<file path="src/rtl/pwm_pkg.sv">
// Shared offsets, field widths and types of the PWM channel.
package pwm_pkg;
    localparam int OFS_ID   = 0;
    localparam int OFS_EN   = 4;
    localparam int OFS_CLK  = 8;
    localparam int OFS_CTRL = 12;
    localparam int OFS_PER  = 16;
    localparam int OFS_DUTY = 20;

    localparam int PRE_W = 3;
    localparam int SCL_W = 9;

    typedef enum logic [1:0] {
        MODE_ONESHOT = 2'd0,
        MODE_CONT    = 2'd1,
        MODE_CAPT    = 2'd2,
        MODE_RSVD    = 2'd3
    } mode_e;

    typedef struct packed {
        logic idle_hi;
        logic duty_hi;
    } pol_t;
endpackage

</file>
<file path="src/rtl/pwm_regs.sv">
// Register file of the PWM channel. Control registers take masked writes
// (upper half enables the lower half bit by bit); period and duty are
// plain 32-bit shadow writes. Holds the commit-pending flag.
// Assumes reg_addr is a byte offset and reads are combinational.
module pwm_regs
    import pwm_pkg::*;
#(
    parameter int ADDR_W = 5,
    parameter int CNT_W  = 32,
    parameter int NUM_CH = 1,
    parameter int CH_IDX = 0
) (
    input  logic              clk,
    input  logic              rst_n,
    input  logic              reg_wr,
    input  logic [ADDR_W-1:0] reg_addr,
    input  logic [31:0]       reg_wdata,
    output logic [31:0]       reg_rdata,
    input  logic              oneshot_done,
    input  logic              commit_take,
    output logic              clk_en,
    output logic              pwm_en,
    output mode_e             mode,
    output pol_t              sh_pol,
    output logic [CNT_W-1:0]  sh_period,
    output logic [CNT_W-1:0]  sh_duty,
    output logic [PRE_W-1:0]  prescale,
    output logic [SCL_W-1:0]  scale,
    output logic              commit_pend
);
    logic gjoin_q;
    logic hit_en, hit_clk, hit_ctrl, hit_per, hit_duty;

    // Decode the write target.
    always_comb begin
        hit_en   = reg_wr && (reg_addr == ADDR_W'(OFS_EN));
        hit_clk  = reg_wr && (reg_addr == ADDR_W'(OFS_CLK));
        hit_ctrl = reg_wr && (reg_addr == ADDR_W'(OFS_CTRL));
        hit_per  = reg_wr && (reg_addr == ADDR_W'(OFS_PER));
        hit_duty = reg_wr && (reg_addr == ADDR_W'(OFS_DUTY));
    end

    // Register state with masked updates; writes win over self-clearing.
    always_ff @(posedge clk) begin
        if (!rst_n) begin
            clk_en      <= 1'b0;
            pwm_en      <= 1'b0;
            gjoin_q     <= 1'b0;
            commit_pend <= 1'b0;
            mode        <= MODE_ONESHOT;
            sh_pol      <= '{idle_hi: 1'b0, duty_hi: 1'b1};
            prescale    <= '0;
            scale       <= '0;
            sh_period   <= '0;
            sh_duty     <= '0;
        end else begin
            if (commit_take)  commit_pend <= 1'b0;
            if (oneshot_done) pwm_en      <= 1'b0;
            if (hit_en) begin
                if (reg_wdata[16]) clk_en  <= reg_wdata[0];
                if (reg_wdata[17]) pwm_en  <= reg_wdata[1];
                if (reg_wdata[18] && reg_wdata[2]) commit_pend <= 1'b1;
                if (reg_wdata[20]) gjoin_q <= reg_wdata[4];
            end
            if (hit_clk) begin
                prescale <= (prescale & ~reg_wdata[18:16]) | (reg_wdata[2:0] & reg_wdata[18:16]);
                scale    <= (scale & ~reg_wdata[28:20]) | (reg_wdata[12:4] & reg_wdata[28:20]);
            end
            if (hit_ctrl) begin
                mode <= mode_e'((mode & ~reg_wdata[17:16]) | (reg_wdata[1:0] & reg_wdata[17:16]));
                if (reg_wdata[18]) sh_pol.duty_hi <= reg_wdata[2];
                if (reg_wdata[19]) sh_pol.idle_hi <= reg_wdata[3];
            end
            if (hit_per)  sh_period <= reg_wdata[CNT_W-1:0];
            if (hit_duty) sh_duty   <= reg_wdata[CNT_W-1:0];
        end
    end

    // Read multiplexer.
    always_comb begin
        case (reg_addr)
            ADDR_W'(OFS_ID):   reg_rdata = {24'b0, 4'(CH_IDX), 4'(NUM_CH)};
            ADDR_W'(OFS_EN):   reg_rdata = {27'b0, gjoin_q, 1'b0, commit_pend, pwm_en, clk_en};
            ADDR_W'(OFS_CLK):  reg_rdata = {19'b0, scale, 1'b0, prescale};
            ADDR_W'(OFS_CTRL): reg_rdata = {28'b0, sh_pol.idle_hi, sh_pol.duty_hi, mode};
            ADDR_W'(OFS_PER):  reg_rdata = 32'(sh_period);
            ADDR_W'(OFS_DUTY): reg_rdata = 32'(sh_duty);
            default:           reg_rdata = 32'b0;
        endcase
    end
endmodule

</file>
<file path="src/rtl/pwm_prescaler.sv">
// Tick generator: one tick every (scale+1) << prescale clocks while run
// is high; restarts from zero whenever run is low.
module pwm_prescaler
    import pwm_pkg::*;
(
    input  logic             clk,
    input  logic             rst_n,
    input  logic             run,
    input  logic [PRE_W-1:0] prescale,
    input  logic [SCL_W-1:0] scale,
    output logic             tick
);
    localparam int DIV_W = SCL_W + 1 + (2**PRE_W - 1);

    logic [DIV_W-1:0] pcnt;
    logic [DIV_W-1:0] div;

    // Division ratio and terminal count.
    always_comb begin
        div  = (DIV_W'(scale) + 1'b1) << prescale;
        tick = run && (pcnt == div - 1'b1);
    end

    // Clock divider counter.
    always_ff @(posedge clk) begin
        if (!rst_n || !run || tick) pcnt <= '0;
        else                        pcnt <= pcnt + 1'b1;
    end
endmodule

</file>
<file path="src/rtl/pwm_core.sv">
// Period counter, active configuration and output stage. The active copy
// loads from shadow on a commit at a period boundary, or at once while the
// channel is stopped. Assumes tick is low whenever run is low.
module pwm_core
    import pwm_pkg::*;
#(
    parameter int CNT_W = 32
) (
    input  logic             clk,
    input  logic             rst_n,
    input  logic             clk_en,
    input  logic             pwm_en,
    input  mode_e            mode,
    input  pol_t             sh_pol,
    input  logic [CNT_W-1:0] sh_period,
    input  logic [CNT_W-1:0] sh_duty,
    input  logic             commit_pend,
    input  logic             tick,
    output logic             run,
    output logic             bnd,
    output logic             commit_take,
    output logic             oneshot_done,
    output logic [CNT_W-1:0] cnt,
    output logic [CNT_W-1:0] act_period,
    output logic [CNT_W-1:0] act_duty,
    output pol_t             act_pol,
    output logic             pwm_out
);
    logic last;

    // Run state, boundary detection and commit consumption.
    always_comb begin
        run          = clk_en && pwm_en && (mode == MODE_ONESHOT || mode == MODE_CONT);
        last         = (act_period == '0) || (cnt == act_period - 1'b1);
        bnd          = run && tick && last;
        commit_take  = commit_pend && (!run || bnd);
        oneshot_done = bnd && (mode == MODE_ONESHOT);
    end

    // Period counter: held at zero when stopped, wraps at the boundary.
    always_ff @(posedge clk) begin
        if (!rst_n || !run) cnt <= '0;
        else if (tick)      cnt <= bnd ? '0 : cnt + 1'b1;
    end

    // Active configuration, loaded only by a consumed commit.
    always_ff @(posedge clk) begin
        if (!rst_n) begin
            act_period <= '0;
            act_duty   <= '0;
            act_pol    <= '{idle_hi: 1'b0, duty_hi: 1'b1};
        end else if (commit_take) begin
            act_period <= sh_period;
            act_duty   <= sh_duty;
            act_pol    <= sh_pol;
        end
    end

    // Output level selection.
    always_comb begin
        pwm_out = (run && (cnt < act_duty)) ? act_pol.duty_hi : act_pol.idle_hi;
    end
endmodule

</file>
<file path="src/rtl/pwm_chan.sv">
// Top of the shadow-updated PWM channel: register file, prescaler and
// counter/output core. Synchronous active-low reset.
module pwm_chan
    import pwm_pkg::*;
#(
    parameter int ADDR_W = 5,
    parameter int CNT_W  = 32,
    parameter int NUM_CH = 1,
    parameter int CH_IDX = 0
) (
    input  logic              clk,
    input  logic              rst_n,
    input  logic              reg_wr,
    input  logic [ADDR_W-1:0] reg_addr,
    input  logic [31:0]       reg_wdata,
    output logic [31:0]       reg_rdata,
    output logic              pwm_out
);
    logic             clk_en, pwm_en, commit_pend, commit_take, oneshot_done;
    logic             run, bnd, tick;
    mode_e            mode;
    pol_t             sh_pol, act_pol;
    logic [CNT_W-1:0] sh_period, sh_duty, act_period, act_duty, cnt;
    logic [PRE_W-1:0] prescale;
    logic [SCL_W-1:0] scale;

    pwm_regs #(.ADDR_W(ADDR_W), .CNT_W(CNT_W), .NUM_CH(NUM_CH), .CH_IDX(CH_IDX)) u_regs (
        .clk(clk), .rst_n(rst_n), .reg_wr(reg_wr), .reg_addr(reg_addr),
        .reg_wdata(reg_wdata), .reg_rdata(reg_rdata),
        .oneshot_done(oneshot_done), .commit_take(commit_take),
        .clk_en(clk_en), .pwm_en(pwm_en), .mode(mode), .sh_pol(sh_pol),
        .sh_period(sh_period), .sh_duty(sh_duty),
        .prescale(prescale), .scale(scale), .commit_pend(commit_pend)
    );

    pwm_prescaler u_pre (
        .clk(clk), .rst_n(rst_n), .run(run),
        .prescale(prescale), .scale(scale), .tick(tick)
    );

    pwm_core #(.CNT_W(CNT_W)) u_core (
        .clk(clk), .rst_n(rst_n), .clk_en(clk_en), .pwm_en(pwm_en),
        .mode(mode), .sh_pol(sh_pol), .sh_period(sh_period), .sh_duty(sh_duty),
        .commit_pend(commit_pend), .tick(tick), .run(run), .bnd(bnd),
        .commit_take(commit_take), .oneshot_done(oneshot_done), .cnt(cnt),
        .act_period(act_period), .act_duty(act_duty), .act_pol(act_pol),
        .pwm_out(pwm_out)
    );
endmodule

</file>
<file path="config.mk">
export PLATFORM = sky130hd
export DESIGN_NAME = pwm_chan
export DESIGN_NICKNAME = d
export VERILOG_FILES = /design/src/rtl/pwm_pkg.sv /design/src/rtl/pwm_regs.sv /design/src/rtl/pwm_prescaler.sv /design/src/rtl/pwm_core.sv /design/src/rtl/pwm_chan.sv
export SDC_FILE = /design/constraint.sdc
export NUM_CORES = 1
export LEC_CHECK = 0
export BUFFER_PORTS_ARGS = -buffer_cell sky130_fd_sc_hd__buf_2
export CORE_MARGIN = 5
export CORE_UTILIZATION = 60
export CTS_CLUSTER_SIZE = 16
export DETAILED_ROUTE_END_ITERATION = 10
export GPL_TIMING_DRIVEN = 0
export HOLD_SLACK_MARGIN = 0.03
export PLACE_DENSITY = 0.89
export SYNTH_ARGS = -nofsm -noshare
export SYNTH_HDL_FRONTEND = slang
export SYNTH_SLANG_ARGS = --single-unit
</file>
<file path="constraint.sdc">
create_clock -name clk -period 5.5 [get_ports clk]
set_input_delay 1.1 -clock clk [delete_from_list [all_inputs] [get_ports clk]]
set_output_delay 1.1 -clock clk [all_outputs]
set_load 0.02 [all_outputs]
</file>
# [Word level (Yosys, flattened, before mapping)]
# Cells that the tools add are included.
# Widths: inputs -> output; s select.
[word_totals] register_bits=199 in_bits=40 output_inout_bits=33
[classes] n_addsub=5 order_cmp=1 eq_ne=8 shift=1 muxes=9 bitwise=12 reduce_logical=28
[op_table] op="$pmux 32 s6" count=1
[op_table] op="$add 32x1->32 const B" count=1
[op_table] op="$eq 32x32->1" count=1
[op_table] op="$logic_not 32->1" count=1
[op_table] op="$lt 32x32->1" count=1
[op_table] op="$mux 32" count=1
[op_table] op="$sub 32x1->32 const B" count=1
[op_table] op="$and 9x9->9" count=2
[op_table] op="$add 17x1->17 const B" count=1
[op_table] op="$eq 17x17->1" count=1
[op_table] op="$shl 17x3->17" count=1
[op_table] op="$sub 17x1->17 const B" count=1
[op_table] op="$logic_and 1x1->1" count=14
[op_table] op="$add 9x1->10 const B" count=1
[op_table] op="$eq 5x4->1 const B" count=2
[op_table] op="$eq 5x5->1 const B" count=2
[op_table] op="$not 9->9" count=1
[op_table] op="$or 9x9->9" count=1
[op_table] op="$reduce_and 2->1" count=4
[op_table] op="$mux 1" count=7
[op_table] op="$and 3x3->3" count=2
[op_table] op="$eq 5x3->1 const B" count=1
[op_table] op="$logic_not 5->1" count=1
[op_table] op="$logic_or 1x1->1" count=5
[op_table] op="8 further kinds" count=10

# [Depth between registers and ports, before layout]
[logic_depth] word_depth=12 ltp_mapped=20 mapped_depth_nobuf=16

# [Cells and area by module]
# Synthesis repeated with hierarchy kept, for this count alone.
[unflattened] hier_cells=1546 hier_area_um2=12603.3
[by_module_without_submodules] mod="pwm_core" instances=1 cells_each=760 area_per_inst_um2=6148.4 seq_area_each_um2=1961.9
[by_module_without_submodules] mod="pwm_regs" instances=1 cells_each=455 area_per_inst_um2=4030.1 seq_area_each_um2=1681.6
[by_module_without_submodules] mod="pwm_prescaler" instances=1 cells_each=331 area_per_inst_um2=2424.8 seq_area_each_um2=340.3

# [Least setup slack after synthesis]
# OpenSTA, ideal clock, no wires.
[synth_timing] path_kind="flip-flop to flip-flop" startpoint="register (tool-made name)" endpoint="register u_core.cnt[25]" setup_time_ps=70 arrival_ps=4257 t_required_ps=5430 path_slack_ps=1173 stages_incl_launch_ff=19 n_path_buf=4 period_less_slack_ps=4327 cell_sequence="dfxtp_1 -> buf_2 -> buf_2 -> buf_1 -> nor3_1 -> nand2_1 -> ha_1 -> clkbuf_1 -> xnor2_1 -> nand2_1 -> a211o_1 -> nor4b_1 -> o2111a_1 -> nand4b_1 -> or4_1 -> nor4_2 -> nand4_2 -> or4_1 -> a21oi_1"
[synth_lines] item="end signal: assignment" line="pwm_core.sv:43" source="else if (tick) cnt <= bnd ? '0 : cnt + 1'b1;"
[synth_lines] item="end: declaration" line="pwm_core.sv:23" source="output logic [CNT_W-1:0] cnt,"

# [Worst setup path in the final report]
[layout_timing] startpoint="register u_core.act_period[4]" endpoint="register u_core.cnt[0]"
[layout_via] elab_chain_len=5
[layout_rtl] item="start: declaration" line="pwm_core.sv:24" source="output logic [CNT_W-1:0] act_period,"
[layout_rtl] item="start signal: assignment" line="pwm_core.sv:53" source="act_period <= sh_period;"
[layout_rtl] item="$sub 32x1->32" line="pwm_core.sv:34" source="last = (act_period == '0) || (cnt == act_period - 1'b1);"
[layout_rtl] item="$eq 32x32->1" line="pwm_core.sv:34"
[layout_rtl] item="$logic_or 1x1->1 (*)" line="pwm_core.sv:34"
[layout_rtl] item="$logic_and 1x1->1 (*)" line="pwm_core.sv:35" source="bnd = run && tick && last;"
[layout_rtl] item="$mux 32 (*)" line="pwm_core.sv:43"
# Mark *: on every way between the ends. The rest lies on a longest branch, timed or not.
# A chain may end at the register's enable or synchronous reset.

==> metrics.cfg <==
[sta]
fin_skew_ns = 0.01131
finalHoldViolations = 0
tightest_slew_ns = 1.308
finalHoldWorstSlack_ns = 0.4641
finalSetupTns_ns = 0
rsz0062_at_grt = false
fmax_mhz = 188.8
fin_crit_ns = 5.296
timing.slew.headroom_pct = 11.58
finalCritPeriodShare_pct = 96.30
setup_viol = 0
slew_violations = 0

[synth]
yosysUniqueCellTypes = 88
syn-num-nets = 1701
netlist_area_um2 = 12580
synthArstFlopShare_pct = 0
synth.ff_latch_count = 199
yosys_warnings = 0
avgSynthCellArea_um2 = 7.744
synth_edf_count = 0
seq_area_frac_synth_pct = 31.66
synthCells = 1625
synth_flop_cell = dfxtp_1

[global_routing]
grt_pass1_wl_um = 62530
grt_max_degree = 25
gr-total-overflow = 0
grt_antenna_before_repair = 0
grt_usage_pct = 32.18
grt_pass1_vias = 11970

[setup_path]
max_stage_delay_ns = 1.08
end_kind = flip-flop
r2r_cells = 15
crit_arrival_ns = 5.62
worstPathCellList = buf_2 -> nor4_1 -> nand2_1 -> or2_2 -> clkbuf_1 -> nor3_1 -> mux2_2 -> o21ai_0 -> nand4_1 -> a211oi_1 -> a31oi_1 -> or3_4 -> nand2_1 -> clkbuf_1 -> nor2_1
cp_slowest_cell = nor4_1
crit_fanout = 10
crit_type = flip-flop to flip-flop
worst-path-stages = 15
cp.buffers_inverters = 3
start_kind = flip-flop
cpLargestDelayFamily = simple AND/OR/NAND/NOR gates
crit_required_ns = 5.83

[power_and_ir_drop]
p_sw_share_pct = 27.37
power.internal_w = 0.002125
p_leak_nw = 4.850
p_seq_share_pct = 49.5
p_clk_share_pct = 46.6
power.switching_w = 0.0008008
ir_drop_mv = 0.2271
p_per_area_nw_per_um2 = 210.4
p_comb_share_pct = 4.0

[place]
gp_congestion = 1.013
portBuffers = 67
post-dp-hpwl_um = 29320

[route]
routedWlPerCell_um = 19.59
wl_um = 39140
vias_per_cell = 6.419
first_iter_violations = 1627
drc = 0
first_pass_iters = 6
vias = 12830
ant_nets = 0

[finish]
layout.nets = 1786
antennaDiodeCount = 0
final_common_cell = nand2_1
drive_above_1_share_pct = 8.996
fillers = 1686
layout_common_cells = nand2_1 (350), dfxtp_1 (199), a21boi_0 (85), clkbuf_1 (82), nor2_1 (82)
area_delta_synth_final_pct = 10.52

[floorplan]
num_rows = 53
fp.dieH_um = 154.8
initial_core_util_pct = 60.44
core_um2 = 20820
ioPinCount = 73
die_area_um2 = 23970
dieWidth_um = 154.8

[run_status]
status = complete, no violations

[clock_network]
clock_latency_ns = 0.46
cts_buffers = 17
cts.sinks = 199
h-tree-depth = 4
clk_pin_slew_ns = 0.09
cts_tree = yes
clockBufferDepth = 2
cts_root_buf = clkbuf_16

[worst_hold_path]
hold_path.class = flip-flop to flip-flop
whs_path_depth = 2

[flow_run]
maxCapViolCount = 0

[path summary, 6_finish.rpt]
path / start / end / slack [ns]
worst max-delay path: u_core.act_period[4] / u_core.cnt[0] / 0.20
worst min-delay path: u_core.act_duty[28] / u_core.act_duty[28] / 0.46
worst max register to register: u_core.act_period[4] / u_core.cnt[0] / 0.20
worst min register to register: u_core.act_duty[28] / u_core.act_duty[28] / 0.46
[sequential cells by signal, summed over array words and instances (netlist names), 2 cells and up, named ones only]
name / count
u_core.act_duty: 32
u_core.act_period: 32
u_core.act_pol: 2
u_core.cnt: 32
u_pre.pcnt: 17
u_regs.sh_duty: 32
u_regs.sh_period: 32
u_regs.sh_pol: 2
[metrics by stage]
step	instance area, µm²	cells	utilization, %	total power, W	setup slack [ns]
4_1_cts	13910	1999	66.79	0.002916	0.2316
5_1_grt	13910	1998	66.79	0.002995	0.03766
3_5_place_dp	13260	1967	63.70	0.001592	0.2567
6_report	13910	1998	66.79	0.002926	0.2037
2_1_floorplan	12580	1625	-	0.001540	1.173
3_3_place_gp	13260	1967	63.70	0.001590	0.3333
[final cells by class]
cell class | instances | area [µm²] | share of cell area, %
Buffer | 109 | 516.7 | 3.715
Clock inverter | 15 | 217.7 | 1.565
Inverter | 55 | 206.4 | 1.484
Tap cell | 275 | 344.1 | 2.474
Multi-Input combinational cell | 1261 | 7879 | 56.65
Sequential cell | 199 | 3984 | 28.64
Clock buffer | 17 | 425.4 | 3.059
Timing Repair Buffer | 67 | 335.3 | 2.411
[cell usage after synthesis, types with 12 or more instances]
master    number  area, µm²
a21boi_0      85      638.1
a21oi_1       64      320.3
a22o_1        20      175.2
and2_1        13      81.33
and3_1        19      118.9
clkbuf_1      82      307.8
dfxtp_1      199       3984
ha_1          36      450.4
inv_1         54      202.7
mux2i_1       73      730.7
nand2_1      350       1314
nand2b_1      12      75.07
nand3_1       51      255.2
nand4_1       32      200.2
nor2_1        82      307.8
nor2b_1       13      81.33
nor3_1        29      145.1
nor4_1        15      93.84
o21ai_0       62      310.3
or3_1         33      206.5
xnor2_1       39      341.6
xor2_1        42      367.9
[repair_timing]
action                     in CTS  in global routing
hold buffers                    0                  0
resized for setup               0                  1
setup buffers                   0                  0
setup endpoints to repair       0                 86
[worst min-delay path, cell delays in order (launching register included)]
cell	delay (ns)
dfxtp_1	0.32
nand2_1	0.05
mux2i_1	0.05
[metal layers]
metal	vias up	track usage, %	share of wire, %
met5	-	0	0
met4	0	13.16	4.1
met3	142	5.764	11
met2	759	50.12	44
met1	5990	44.17	41
li1	5935	-	-
[power groups by stage]
| stage | registers [W] | clock network [W] | logic (W) |
|---|---|---|---|
| after floorplan | 0.00148 | 0 | 0.0000608 |
| after global placement | 0.00148 | 0 | 0.000109 |
| after detailed placement | 0.00148 | 0 | 0.000111 |
| after CTS | 0.00145 | 0.00136 | 0.000112 |
| after global routing | 0.00145 | 0.00142 | 0.000122 |
| final | 0.00145 | 0.00136 | 0.000116 |
[cell families after synthesis]
group           synth area share (%)
buf+inv                        5.776
xor+xnor                       5.637
mux                            6.343
flops                          31.66
fa+ha+maj                      3.659
compound gates                 20.00
simple gates                   26.92
Power figures use the tool's default switching activity.
